`src/rtl/afp_pkg.sv`:
```
package afp_pkg;
  localparam int FLAG_N  = 6;
  localparam int TX_TRIG = 0;
  localparam int TX_OVF  = 1;
  localparam int TX_UDF  = 2;
  localparam int RX_TRIG = 3;
  localparam int RX_OVF  = 4;
  localparam int RX_UDF  = 5;
endpackage

```
`src/rtl/afp_fifo.sv`:
```
module afp_fifo #(
  parameter int WIDTH = 32,
  parameter int DEPTH = 8,
  localparam int AW = $clog2(DEPTH),
  localparam int CW = $clog2(DEPTH + 1)
) (
  input  logic             clk,
  input  logic             rst_n,
  input  logic             flush,
  input  logic             wr_en,
  input  logic [WIDTH-1:0] wr_data,
  input  logic             rd_en,
  output logic [WIDTH-1:0] rd_data,
  output logic [CW-1:0]    count,
  output logic             ovf,
  output logic             udf,
  input  logic             clr_ovf,
  input  logic             clr_udf
);
  logic [WIDTH-1:0] mem [DEPTH];
  logic [AW-1:0] wr_ptr_q, wr_ptr_n, rd_ptr_q, rd_ptr_n;
  logic [CW-1:0] count_q, count_n;
  logic ovf_q, ovf_n, udf_q, udf_n;
  logic full, empty, do_wr, do_rd;

  function automatic logic [AW-1:0] ptr_inc(input logic [AW-1:0] p);
    return (p == AW'(DEPTH - 1)) ? '0 : p + 1'b1;
  endfunction

  always_comb begin
    full     = (count_q == CW'(DEPTH));
    empty    = (count_q == '0);
    do_wr    = wr_en && !full && !flush;
    do_rd    = rd_en && !empty && !flush;
    wr_ptr_n = flush ? '0 : (do_wr ? ptr_inc(wr_ptr_q) : wr_ptr_q);
    rd_ptr_n = flush ? '0 : (do_rd ? ptr_inc(rd_ptr_q) : rd_ptr_q);
    count_n  = flush ? '0 : count_q + CW'(do_wr) - CW'(do_rd);
    if (flush)              ovf_n = 1'b0;
    else if (wr_en && full) ovf_n = 1'b1;
    else if (clr_ovf)       ovf_n = 1'b0;
    else                    ovf_n = ovf_q;
    if (flush)               udf_n = 1'b0;
    else if (rd_en && empty) udf_n = 1'b1;
    else if (clr_udf)        udf_n = 1'b0;
    else                     udf_n = udf_q;
  end

  always_ff @(posedge clk or negedge rst_n) begin
    if (!rst_n) begin
      wr_ptr_q <= '0;
      rd_ptr_q <= '0;
      count_q  <= '0;
      ovf_q    <= 1'b0;
      udf_q    <= 1'b0;
    end else begin
      wr_ptr_q <= wr_ptr_n;
      rd_ptr_q <= rd_ptr_n;
      count_q  <= count_n;
      ovf_q    <= ovf_n;
      udf_q    <= udf_n;
    end
  end

  always_ff @(posedge clk) begin
    if (do_wr) mem[wr_ptr_q] <= wr_data;
  end

  assign rd_data = empty ? '0 : mem[rd_ptr_q];
  assign count   = count_q;
  assign ovf     = ovf_q;
  assign udf     = udf_q;

  assert_count_bound_R1: assert property (@(posedge clk) disable iff (!rst_n)
    count_q <= CW'(DEPTH));
  assert_flush_empties_R9: assert property (@(posedge clk) disable iff (!rst_n)
    flush |=> (count_q == '0) && !ovf_q && !udf_q);
  assert_ovf_sets_R6: assert property (@(posedge clk) disable iff (!rst_n)
    (wr_en && full && !flush) |=> ovf_q);
  assert_full_write_dropped_R6: assert property (@(posedge clk) disable iff (!rst_n)
    (wr_en && full && !rd_en && !flush) |=> (count_q == CW'(DEPTH)));
  assert_udf_sets_R7: assert property (@(posedge clk) disable iff (!rst_n)
    (rd_en && empty && !flush) |=> udf_q);
  assert_sticky_holds_R8: assert property (@(posedge clk) disable iff (!rst_n)
    (ovf_q && !clr_ovf && !flush) |=> ovf_q);
endmodule

```
`src/rtl/afp_trig.sv`:
```
module afp_trig #(
  parameter int DEPTH = 8,
  parameter int SEL_W = 4,
  parameter bit LE    = 1'b1,
  localparam int CW = $clog2(DEPTH + 1)
) (
  input  logic             clk,
  input  logic             rst_n,
  input  logic [SEL_W-1:0] sel,
  input  logic [CW-1:0]    count,
  output logic             hit
);
  logic [CW-1:0] level;

  always_comb begin
    level = sel[SEL_W-1] ? CW'(DEPTH) : CW'(sel[SEL_W-2:0]);
  end

  generate
    if (LE) begin : g_le
      assign hit = (count <= level);
      assert_empty_hits_R4: assert property (@(posedge clk) disable iff (!rst_n)
        (count == '0) |-> hit);
      assert_sat_level_R3: assert property (@(posedge clk) disable iff (!rst_n)
        sel[SEL_W-1] |-> hit);
    end else begin : g_ge
      assign hit = (count >= level);
      assert_full_hits_R5: assert property (@(posedge clk) disable iff (!rst_n)
        (count == CW'(DEPTH)) |-> hit);
      assert_sat_level_R3: assert property (@(posedge clk) disable iff (!rst_n)
        sel[SEL_W-1] |-> (hit == (count == CW'(DEPTH))));
    end
  endgenerate
endmodule

```
`src/rtl/afp_irq.sv`:
```
module afp_irq #(
  parameter int N = 6
) (
  input  logic         clk,
  input  logic         rst_n,
  input  logic [N-1:0] flags,
  input  logic         en_we,
  input  logic [N-1:0] en_wdata,
  output logic         irq
);
  logic [N-1:0] en_q, en_n;
  logic irq_q, irq_n;

  always_comb begin
    en_n  = en_we ? en_wdata : en_q;
    irq_n = |(flags & en_q);
  end

  always_ff @(posedge clk or negedge rst_n) begin
    if (!rst_n) begin
      en_q  <= '0;
      irq_q <= 1'b0;
    end else begin
      en_q  <= en_n;
      irq_q <= irq_n;
    end
  end

  assign irq = irq_q;

  assert_irq_masked_R10: assert property (@(posedge clk) disable iff (!rst_n)
    ($past(en_q) == '0) |-> !irq_q);
  assert_irq_cause_R10: assert property (@(posedge clk) disable iff (!rst_n)
    $rose(irq_q) |-> $past(|(flags & en_q)));
endmodule

```
`src/rtl/audio_fifo_pair.sv`:
```
module audio_fifo_pair #(
  parameter int WIDTH = 32,
  parameter int DEPTH = 8,
  parameter int SEL_W = 4
) (
  input  logic                       clk,
  input  logic                       rst_n,
  input  logic                       bus_wr,
  input  logic [WIDTH-1:0]           bus_wdata,
  input  logic                       bus_rd,
  output logic [WIDTH-1:0]           bus_rdata,
  input  logic                       eng_pop,
  output logic [WIDTH-1:0]           eng_tx_data,
  input  logic                       eng_push,
  input  logic [WIDTH-1:0]           eng_rx_data,
  input  logic                       tx_flush,
  input  logic                       rx_flush,
  input  logic [SEL_W-1:0]           tx_lvl_sel,
  input  logic [SEL_W-1:0]           rx_lvl_sel,
  input  logic                       flag_clr_we,
  input  logic [5:0]                 flag_clr_mask,
  input  logic                       irq_en_we,
  input  logic [5:0]                 irq_en_wdata,
  output logic [$clog2(DEPTH+1)-1:0] tx_count,
  output logic [$clog2(DEPTH+1)-1:0] rx_count,
  output logic [5:0]                 flags,
  output logic                       irq
);
  import afp_pkg::*;
  localparam int CW = $clog2(DEPTH + 1);

  logic tx_ovf, tx_udf, rx_ovf, rx_udf, tx_hit, rx_hit;
  logic [CW-1:0] tx_cnt, rx_cnt;

  afp_fifo #(.WIDTH(WIDTH), .DEPTH(DEPTH)) u_tx_fifo (
    .clk(clk), .rst_n(rst_n), .flush(tx_flush),
    .wr_en(bus_wr), .wr_data(bus_wdata),
    .rd_en(eng_pop), .rd_data(eng_tx_data),
    .count(tx_cnt), .ovf(tx_ovf), .udf(tx_udf),
    .clr_ovf(flag_clr_we && flag_clr_mask[TX_OVF]),
    .clr_udf(flag_clr_we && flag_clr_mask[TX_UDF])
  );

  afp_fifo #(.WIDTH(WIDTH), .DEPTH(DEPTH)) u_rx_fifo (
    .clk(clk), .rst_n(rst_n), .flush(rx_flush),
    .wr_en(eng_push), .wr_data(eng_rx_data),
    .rd_en(bus_rd), .rd_data(bus_rdata),
    .count(rx_cnt), .ovf(rx_ovf), .udf(rx_udf),
    .clr_ovf(flag_clr_we && flag_clr_mask[RX_OVF]),
    .clr_udf(flag_clr_we && flag_clr_mask[RX_UDF])
  );

  afp_trig #(.DEPTH(DEPTH), .SEL_W(SEL_W), .LE(1'b1)) u_tx_trig (
    .clk(clk), .rst_n(rst_n), .sel(tx_lvl_sel), .count(tx_cnt), .hit(tx_hit)
  );

  afp_trig #(.DEPTH(DEPTH), .SEL_W(SEL_W), .LE(1'b0)) u_rx_trig (
    .clk(clk), .rst_n(rst_n), .sel(rx_lvl_sel), .count(rx_cnt), .hit(rx_hit)
  );

  always_comb begin
    flags          = '0;
    flags[TX_TRIG] = tx_hit;
    flags[TX_OVF]  = tx_ovf;
    flags[TX_UDF]  = tx_udf;
    flags[RX_TRIG] = rx_hit;
    flags[RX_OVF]  = rx_ovf;
    flags[RX_UDF]  = rx_udf;
  end

  afp_irq #(.N(FLAG_N)) u_irq (
    .clk(clk), .rst_n(rst_n), .flags(flags),
    .en_we(irq_en_we), .en_wdata(irq_en_wdata), .irq(irq)
  );

  assign tx_count = tx_cnt;
  assign rx_count = rx_cnt;
endmodule

```
`config.mk`:
```
export PLATFORM = sky130hd
export DESIGN_NAME = audio_fifo_pair
export DESIGN_NICKNAME = d
export VERILOG_FILES = /design/src/rtl/afp_pkg.sv /design/src/rtl/afp_fifo.sv /design/src/rtl/afp_trig.sv /design/src/rtl/afp_irq.sv /design/src/rtl/audio_fifo_pair.sv
export SDC_FILE = /design/constraint.sdc
export NUM_CORES = 1
export LEC_CHECK = 0
export ABC_AREA = 0
export BUFFER_PORTS_ARGS = -buffer_cell sky130_fd_sc_hd__buf_2
export CAP_MARGIN = 20
export CORE_UTILIZATION = 59
export DETAILED_ROUTE_END_ITERATION = 7
export PLACE_DENSITY = 0.79
export SYNTH_ARGS = -nofsm -noshare
export SYNTH_HDL_FRONTEND = slang
export SYNTH_SLANG_ARGS = --single-unit
```
`constraint.sdc`:
```
create_clock -name clk -period 5.38 [get_ports clk]
set_clock_uncertainty 0.15 [all_clocks]
set_input_delay 0.538 -clock clk [delete_from_list [all_inputs] [get_ports clk]]
set_output_delay 0.538 -clock clk [all_outputs]
set_load 0.01 [all_outputs]
```
======== Word level (Yosys, flattened, before mapping) ========
Memory sizes are Yosys's and may differ from the RTL's.
Index checks and enable logic that the tools add are counted.
word-level totals
  bits in registers ....................... 31
  bits in writable memories ............... 512
  input port bits ......................... 94
  logic and storage cells ................. 98
  memories ................................ 2
operators by class
  add/subtract/negate cells ............... 8
  order comparisons ....................... 2
  equality and inequality tests ........... 6
  muxes and demuxes ....................... 34
  bitwise operators ....................... 1
  reductions and logical operators ........ 33
memory list
  name           words  width  rd ports  clocked after Yosys merged registers in  wr ports  RTL line        text
  u_rx_fifo.mem  8      32     1         0                                        1         afp_fifo.sv:20  logic [WIDTH-1:0] mem [DEPTH];
  u_tx_fifo.mem  8      32     1         0                                        1         afp_fifo.sv:20
operator list
  cell                                          number
  two-way mux 32 bit                            2
  two-way mux 3 bit                             12
  logical AND 1 bit                             16
  two-way mux 1 bit                             16
  two-way mux 4 bit                             4
  adder 3 x 1 -> 3 bit (second input constant)  4
  == test 3 bit (second input constant)         4
  nonzero test 3 bit                            4
  adder 4 x 1 -> 4 bit                          2
  == test 4 bit (second input constant)         2
  zero test 4 bit                               2
  nonzero test 2 bit                            4
  subtractor 4 x 1 -> 4 bit                     2
  bitwise AND 6 bit                             1
  zero test 1 bit                               6
  OR reduction 6 bit                            1
  greater-or-equal comparator 4 bit             1
  <= comparator 4 bit                           1

======== Logic depth before layout (Yosys ltp) ========
Gate-level depths: netlist of run 1.
  depth after elaboration ................. 7
  gate-level depth with buffers ........... 12
  gate-level depth less buffers ........... 12

======== By module ========
From an unflattened synthesis of run 1, not the netlist that was laid out.
second synthesis, totals
  cells, all modules ...................... 972
  area, all modules ....................... 21292.9 um^2
modules (own cells, without submodules)
  module                times used  cells an instance  area an instance (um^2)  sequential area each (um^2)
  afp_fifo (u_rx_fifo)  1           458                10353.7                  7987.7
  afp_fifo (u_tx_fifo)  1           458                10352.4                  7987.7
  afp_irq               1           18                 304.0                    175.2
  afp_trig              2           14                 106.4                    0.0
  audio_fifo_pair       1           10                 70.1                     0.0

======== Worst setup path before layout of run 1 ========
OpenSTA, ideal clock, no wires.
  path kind ............................... register to register
  from .................................... register u_rx_fifo.count_q[2] (netlist: u_rx_fifo.count[2])
  to ...................................... memory u_rx_fifo.mem[0][0], enable pin
  data arrival time ....................... 3.440 ns
  setup slack ............................. 1.329 ns
  cell stages (with the launch flop) ...... 6
  path buffers ............................ 0
  path through ............................ dfrtp_1 inv_1 ha_1 nor3b_1 or3_1 nor3_1
between the ends
  cells in the longest elaborated chain, start to end .. 6
ends and longest elaborated chain
  element                                  RTL line        text
  start, declared                          afp_fifo.sv:22  logic [CW-1:0] count_q, count_n;
  start signal, assigned                   afp_fifo.sv:58  count_q <= count_n;
  == test 4 bit                            afp_fifo.sv:31  full = (count_q == CW'(DEPTH));
  zero test 1 bit                          afp_fifo.sv:33  do_wr = wr_en && !full && !flush;
  logical AND 1 bit (2 in a row)           afp_fifo.sv:33
  two-way mux 1 bit                        afp_fifo.sv:65  if (do_wr) mem[wr_ptr_q] <= wr_data;
  two-way mux 1 bit (implied by the code)  afp_fifo.sv:65
  end, declared                            afp_fifo.sv:20
No other way between the ends.

======== Final worst setup path of run 1 ========
  from .................................... register u_rx_fifo.rd_ptr_q[0]
  to ...................................... output port bus_rdata[4]
between the ends
  cells in the longest elaborated chain, start to end .. 2
ends and longest elaborated chain
  element                   RTL line               text
  start, declared           afp_fifo.sv:21         logic [AW-1:0] wr_ptr_q, wr_ptr_n, rd_ptr_q, rd_ptr_n;
  start signal, assigned    afp_fifo.sv:57         rd_ptr_q <= rd_ptr_n;
  memory read (8 x 32 bit)  n/a
  two-way mux 32 bit        afp_fifo.sv:68         assign rd_data = empty ? '0 : mem[rd_ptr_q];
  end, declared             audio_fifo_pair.sv:11  output logic [WIDTH-1:0] bus_rdata,
No other way between the ends.

==> impl_metrics.tcl, run 1 <==
set metrics [dict create \
    start_util_pct 59.9 \
    ys_warn_count 0 \
    synth_edf_count 512 \
    grt_first_pass_wirelength_microns 62000 \
    p_per_area_nw_per_um2 454 \
    numPortBuffers 170 \
    max-vdd-ir-drop_mv 0.372 \
    timing.slew.headroom_pct 31.8 \
    antenna_found_initial 9 \
    path_clk_slew_ns 0.06 \
    arrival_ns 3.15 \
    totalWireLength_microns 41600 \
    rows 69 \
    ant_nets 0 \
    cts_buffer_depth 3 \
    crit_fanout 42 \
    cp_slowest_stage_delay_ns 0.95 \
    reg2reg_setup_slack_ns 2.40 \
    core-area_sq_um 35600 \
    drv_cap 0 \
    via_count 10200 \
    rsz0062_at_grt "no" \
    grt_start_max_net_pins 45 \
    swShare_pct 26.7 \
    synth_area_sq_um 21300 \
    power.switching_mw 2.96 \
    finalSetupTns_ns 0 \
    gp_congestion 0.819 \
    final_max_slew_viol_count 0 \
    required_ns 4.69 \
    yosys-top-cells-area "edfxtp_1 72%, mux4_2 11%, dfrtp_1 3.6%, mux4_1 3.0%, a22o_1 2.6%" \
    multiInputGateArea_sq_um 4810 \
    seq_power_share_pct 45.5 \
    power_frac_comb_pct 21.3 \
    wl_per_cell_microns 24.9 \
    clock_sinks 543 \
    drtIter0Drc 808 \
    setup_viol 0 \
    grt_most_used_layer "met2" \
    fin_cells 1673 \
    worst_pin_slew_ns 1.02 \
    use_met2_pct 40.0 \
    status "finished clean" \
    grt_pass1_vias 10800 \
    final_cell_mix "512 x edfxtp_1, 170 x buf_2, 104 x mux4_2, 64 x a22o_1, 53 x clkbuf_16" \
    mostFrequentLayoutCell "edfxtp_1" \
    cts_resized 0 \
    criticalPathCategory "reg -> out" \
    fp.dieH_microns 192 \
    htree_levels 2 \
    overflow 0 \
    die_area_sq_um 36800 \
    via_per_inst 6.10 \
    clkPwrFrac_pct 33.2 \
    drc 0 \
    grt_util_met3_pct 6.38 \
    cp_cell_sequence "buf_4, mux4_1, a22o_1, buf_2" \
    cp-start-kind "flip-flop" \
    syn_area_per_cell_sq_um 22.0 \
    async_flop_share_pct 5.71 \
    fin_crit_sh_pct 71.4 \
    end_kind "primary output" \
    dp_hpwl_microns 22500 \
    finalHoldViolCount 0 \
    layout.nets 1290 \
    first_pass_iters 5 \
    synth_top_area_share_pct 72.2 \
    post-route-util_pct 68.6 \
    n_fill_cell 2165 \
    cts_tree "built" \
    areaGrowthSynthToFinish_pct 14.6 \
    yosysUniqueCellTypes 35 \
    hold_class "in -> reg" \
    ys_seq_area_share_pct 75.9 \
    grt_use_met1_pct 28.3 \
    leakage_nw 8.38 \
    io-pin-count 173 \
    worst_path_max_delay_cell "dfrtp_4" \
    min_period_ns 3.84 \
    placed_cells 1571 \
    synth-seq-cells 543 \
    numCtsBuffers 52 \
    insertion_delay_ns 0.59 \
    die_w_microns 192 \
    fmax_mhz 260 \
    synth.largest_area_cell "edfxtp_1" \
    netlist_instances 969 \
    grt_usage_pct 23.2 \
    drive_above_1_share_pct 33.6 \
    synth-main-ff-cell "edfxtp_1" \
    p_int_mw 8.10 \
    root_buffer "clkbuf_16" \
    synth_fp_nets 1093 \
    register_area_sq_um 16200 \
]
worst max-delay path: cells and delay by family (launching register included):
| kind | cells | cell delay [ns] |
|---|---|---|
| muxes | 1 | 0.67 |
| AOI/OAI and AO/OA | 1 | 0.22 |
| buffers and inverters | 2 | 0.69 |
| DFF | 1 | 0.95 |
Yosys cell counts, types with 11 or more instances:
| cell | count |
|---|---|
| mux4_1 | 24 |
| inv_1 | 15 |
| a21oi_1 | 13 |
| clkbuf_1 | 11 |
| nand2_1 | 26 |
| nor2_1 | 32 |
| ha_1 | 28 |
| buf_2 | 16 |
| dfrtp_1 | 31 |
| mux4_2 | 104 |
| a22o_1 | 64 |
| edfxtp_1 | 512 |
power by group through the flow:
stage / Clock [mW] / Sequential [mW] / Combinational (mW)
after detailed placement: 0 / 5.13 / 2.35
after floorplan: 0 / 4.96 / 1.74
after CTS: 3.74 / 5.05 / 2.39
after global placement: 0 / 5.12 / 2.31
after global routing: 3.90 / 5.07 / 2.56
final: 3.67 / 5.03 / 2.36
state kept, by name (all words and copies together), names as in the netlist:
name,flops
u_rx_fifo.mem,256
u_tx_fifo.mem,256
u_irq.en_q,6
u_rx_fifo.count,4
u_tx_fifo.count,4
u_rx_fifo.rd_ptr_q,3
u_rx_fifo.wr_ptr_q,3
u_tx_fifo.rd_ptr_q,3
u_tx_fifo.wr_ptr_q,3
u_irq.irq,1
u_rx_fifo.ovf,1
u_rx_fifo.udf,1
u_tx_fifo.ovf,1
u_tx_fifo.udf,1
per-layer routing:
metal	vias up	routed length [microns]	part of all wire [%]
met5	-	74	0.18
li1	4457	-	-
met4	12	1050	2.5
met2	414	21600	52
met3	86	3160	7.6
met1	5242	15800	38
kinds of logic (layout without fill, tap and decap cells):
logic type	count (synthesis)	count (layout)	synth area share [%]
DFF	543	543	75.9
and+or+nand+nor	99	99	2.27
AOI/OAI and AO/OA	91	91	3.41
muxes	136	136	14.4
xor gates and xnor gates	4	4	0.165
buffers and inverters	66	306	2.09
other	0	3	0
adders and majority gates	30	30	1.83
repair_timing:
action                    4_1_cts  5_1_grt
hold endpoints to repair       32        0
hold buffers                    2        0
buffers inserted                0        0
area by class of cell:
| class | instances | share of cell area (%) |
|---|---|---|
| inverter | 15 | 0.231 |
| sequential | 543 | 66.3 |
| clock inverter | 34 | 1.55 |
| antenna | 3 | 0.0308 |
| multi-input combinational | 360 | 19.7 |
| tap | 461 | 2.36 |
| clock buffer | 63 | 5.59 |
| timing repair buffer | 194 | 4.25 |
final timing paths:
check                                       from               endpoint  cells past startpoint
setup / recovery           u_rx_fifo.rd_ptr_q[0]           bus_rdata[4]                      4
hold reg to reg                    u_irq.en_q[0]              u_irq.irq                      1
setup reg to reg              u_rx_fifo.count[2]    u_rx_fifo.mem[4][5]                      6
min in group asynchronous                  rst_n          u_rx_fifo.ovf                      2
hold / removal                   irq_en_wdata[3]          u_irq.en_q[3]                      2
max in group asynchronous                  rst_n  u_tx_fifo.rd_ptr_q[0]                      2
per-stage QoR:
stage	power (mW)	hold WS, ns	instance area [sq um]	setup slack, ns
after global routing	11.5	0.0203	24400	1.31
final	11.1	0.0414	24400	1.54
after detailed placement	7.48	0.339	22600	2.06
after floorplan	6.69	0.0924	21300	1.33
after CTS	11.2	0.00678	24400	1.42
after global placement	7.43	0.331	22600	2.07
(Power assumes the default switching activity.)
==> run 2, diff against run 1 <==
- ABC_AREA: 0 -> 1
- CORE_UTILIZATION: 59 -> 54
- PLACE_DENSITY: 0.79 -> 0.76
- clock period: 5.38 -> 3.1 ns (I/O delays scaled with it)
==> run 2 against run 1 <==
Power up 97%. Synthesized area up 8.1%. Die area up 18%.
==> impl_metrics.tcl, run 2 <==
set metrics [dict create \
    rsz0062_at_grt "no" \
    final_max_slew_viol_count 0 \
    fp.dieH_microns 208 \
    required_ns 2.64 \
    totalWireLength_microns 52600 \
    start_util_pct 54.8 \
    gp_congestion 0.798 \
    root_buffer "clkbuf_16" \
    die_w_microns 208 \
    rows 75 \
    post-route-util_pct 65.7 \
    layout.nets 2523 \
    ant_nets 0 \
    synth_edf_count 512 \
    overflow 0 \
    cpMostUsedCell "nor2_1" \
    p_per_area_nw_per_um2 790 \
    status "finished clean" \
    power.switching_mw 7.13 \
    syn_area_per_cell_sq_um 10.7 \
    first_pass_iters 5 \
    seq_power_share_pct 39.0 \
    drtIter0Drc 1246 \
    crit_path_start "u_tx_fifo.rd_ptr_q[0]" \
    grt_start_max_net_pins 131 \
    yosysUniqueCellTypes 22 \
    regToRegEndpoint "u_tx_fifo.count[2]" \
    drv_cap 0 \
    yosys-top-cells-area "edfxtp_1 67%, nand2_1 9.3%, nor2_1 6.8%, dfrtp_1 3.4%, nand3_1 3.0%" \
    reg2reg_from "u_tx_fifo.count[2]" \
    leakage_nw 11.3 \
    endpoint "eng_tx_data[9]" \
    dp_hpwl_microns 27900 \
    drive_above_1_share_pct 13.4 \
    cp_num_buf_inv 4 \
    end_kind "primary output" \
    antenna_found_initial 6 \
    crit_fanout 37 \
    grt_pass1_vias 16100 \
    setup_viol 0 \
    synth-seq-cells 543 \
    reg2reg_depth 11 \
    power_frac_comb_pct 29.9 \
    synth.largest_area_cell "edfxtp_1" \
    via_per_inst 5.38 \
    core-area_sq_um 42000 \
    postCtsSetupBuffers 0 \
    cp_cell_sequence "clkinv_2, buf_12, buf_4, o21ai_0, nand2_1, nor2_1, nor2_1, buf_2" \
    clock_sinks 543 \
    htree_levels 2 \
    top_regs "u_rx_fifo.mem: 256 flops, u_tx_fifo.mem: 256 flops, u_irq.en_q: 6 flops" \
    numPortBuffers 170 \
    synth_area_sq_um 23000 \
    ys_seq_area_share_pct 70.1 \
    synth_top_area_share_pct 66.8 \
    synthTopCellsByCount "570 x nand2_1, 512 x edfxtp_1, 415 x nor2_1" \
    cts_buffer_depth 3 \
    worst_pin_slew_ns 0.886 \
    insertion_delay_ns 0.57 \
    reg2reg_setup_slack_ns 0.47 \
    ys_warn_count 0 \
    numCtsBuffers 52 \
    hold_class "in -> reg" \
    final_cell_mix "570 x nand2_1, 512 x edfxtp_1, 399 x nor2_1, 171 x inv_1, 170 x buf_2" \
    synth_fp_nets 2276 \
    synth-main-ff-cell "edfxtp_1" \
    arrival_ns 2.44 \
    worst_path_max_delay_cell "dfrtp_4" \
    netlist_instances 2152 \
    cp-start-kind "flip-flop" \
    pre_cts_ws_ns 0.467 \
    cp_slowest_stage_delay_ns 0.43 \
    grt_first_pass_wirelength_microns 82500 \
    mostFrequentLayoutCell "nand2_1" \
    timing.slew.headroom_pct 40.9 \
    p_int_mw 14.7 \
    grt_usage_pct 24.3 \
    max-vdd-ir-drop_mv 0.678 \
    synth.most_common_cell "nand2_1" \
    crit_cells 8 \
    finalHoldViolCount 0 \
    cts_tree "built" \
    criticalPathCategory "reg -> out" \
    clkPwrFrac_pct 31.1 \
    fin_crit_sh_pct 93.7 \
    setup_slack_ns 0.196 \
    drc 0 \
    path_clk_slew_ns 0.06 \
    async_flop_share_pct 5.71 \
    wl_per_cell_microns 17.6 \
    die_area_sq_um 43500 \
    areaGrowthSynthToFinish_pct 19.9 \
    swShare_pct 32.7 \
    crit_family "buffers and inverters" \
    min_period_ns 2.90 \
    io-pin-count 173 \
    via_count 16100 \
    fmax_mhz 344 \
]
[run 2: cell count changes after synthesis, sizes merged, moves of 9 or more]
cell and change:
a22o -63, buf +34, clkbuf +26, inv +160
mux4 -128, nand2 +544, nand2b -9, nand3 +134
nor2 +383, o21ai +140
[run 2: cell families after synthesis]
family / count (synthesis) / synth area share (%)
AO/OA/AOI/OAI: 155 / 3.39
adder cells (fa/ha/maj): 30 / 1.70
buffers and inverters: 286 / 5.20
flip-flops: 543 / 70.1
multiplexers: 6 / 0.293
AND/OR/NAND/NOR: 1132 / 19.3
[run 2: worst min-delay path by stage]
| stage | startpoint | to | slack (ns) | depth (start not counted) |
|---|---|---|---|---|
| after floorplan | rst_n | u_irq.en_q[0] | -0.14 | 0 |
| after global placement | rst_n | u_irq.en_q[5] | 0.25 | 1 |
| after detailed placement | rst_n | u_rx_fifo.udf | 0.26 | 1 |
| after CTS | tx_lvl_sel[1] | u_irq.irq | 0.17 | 7 |
| after global routing | tx_lvl_sel[1] | u_irq.irq | 0.23 | 7 |
| final | tx_lvl_sel[1] | u_irq.irq | 0.20 | 7 |
[run 2: layout make-up]
cell class / count / area [sq um]
diodes: 7 / 17.5
clock buffers: 60 / 1350
clock inverters: 38 / 495
fillers: 2921 / 14400
inverters: 175 / 659
multi-input cells: 1323 / 5800
flip-flops and latches: 543 / 16200
well taps: 539 / 674
repair buffers: 304 / 2450
[run 2: tightest hold or removal path, delay by kind of cell]
kind                     cells  cell delay [ns]
AND/OR/NAND/NOR              5             0.34
adder cells (fa/ha/maj)      1             0.13
buffers and inverters        1             0.11
[run 2: timing repair]
item	in CTS	in global routing
setup endpoints to repair	0	5
hold endpoints to repair	571	0
resized for setup	0	1
hold buffers	92	0
[run 2: routing by layer]
metal  routed length [microns]  GRT usage (%)  vias up
met2                     26900           43.0      664
met4                      1630           10.8        0
met1                     20400           29.1     7695
met3                      3700           4.03      122
met5                         0              0        -
li1                          -              -     7608
[run 2: power groups by stage]
stage	clock [mW]	combinational [mW]	sequential, mW
after detailed placement	0	6.31	8.65
after global routing	7.14	7.24	8.53
after floorplan	0	4.06	8.64
final	6.79	6.53	8.51
after CTS	6.85	6.49	8.50
after global placement	0	6.11	8.64
[run 2: per-stage QoR]
| step | setup TNS (ns) | power (mW) | instance area, sq um | hold slack [ns] | std cells |
|---|---|---|---|---|---|
| 6_report | 0 | 21.8 | 27600 | 0.199 | 2989 |
| 5_1_grt | 0 | 22.9 | 27600 | 0.234 | 2989 |
| 4_1_cts | 0 | 21.8 | 27600 | 0.174 | 2982 |
| 3_5_place_dp | 0 | 15.0 | 24800 | 0.261 | 2792 |
| 3_3_place_gp | 0 | 14.8 | 24800 | 0.250 | 2792 |
| 2_1_floorplan | -21.71 | 12.7 | 23000 | -0.136 | 2152 |
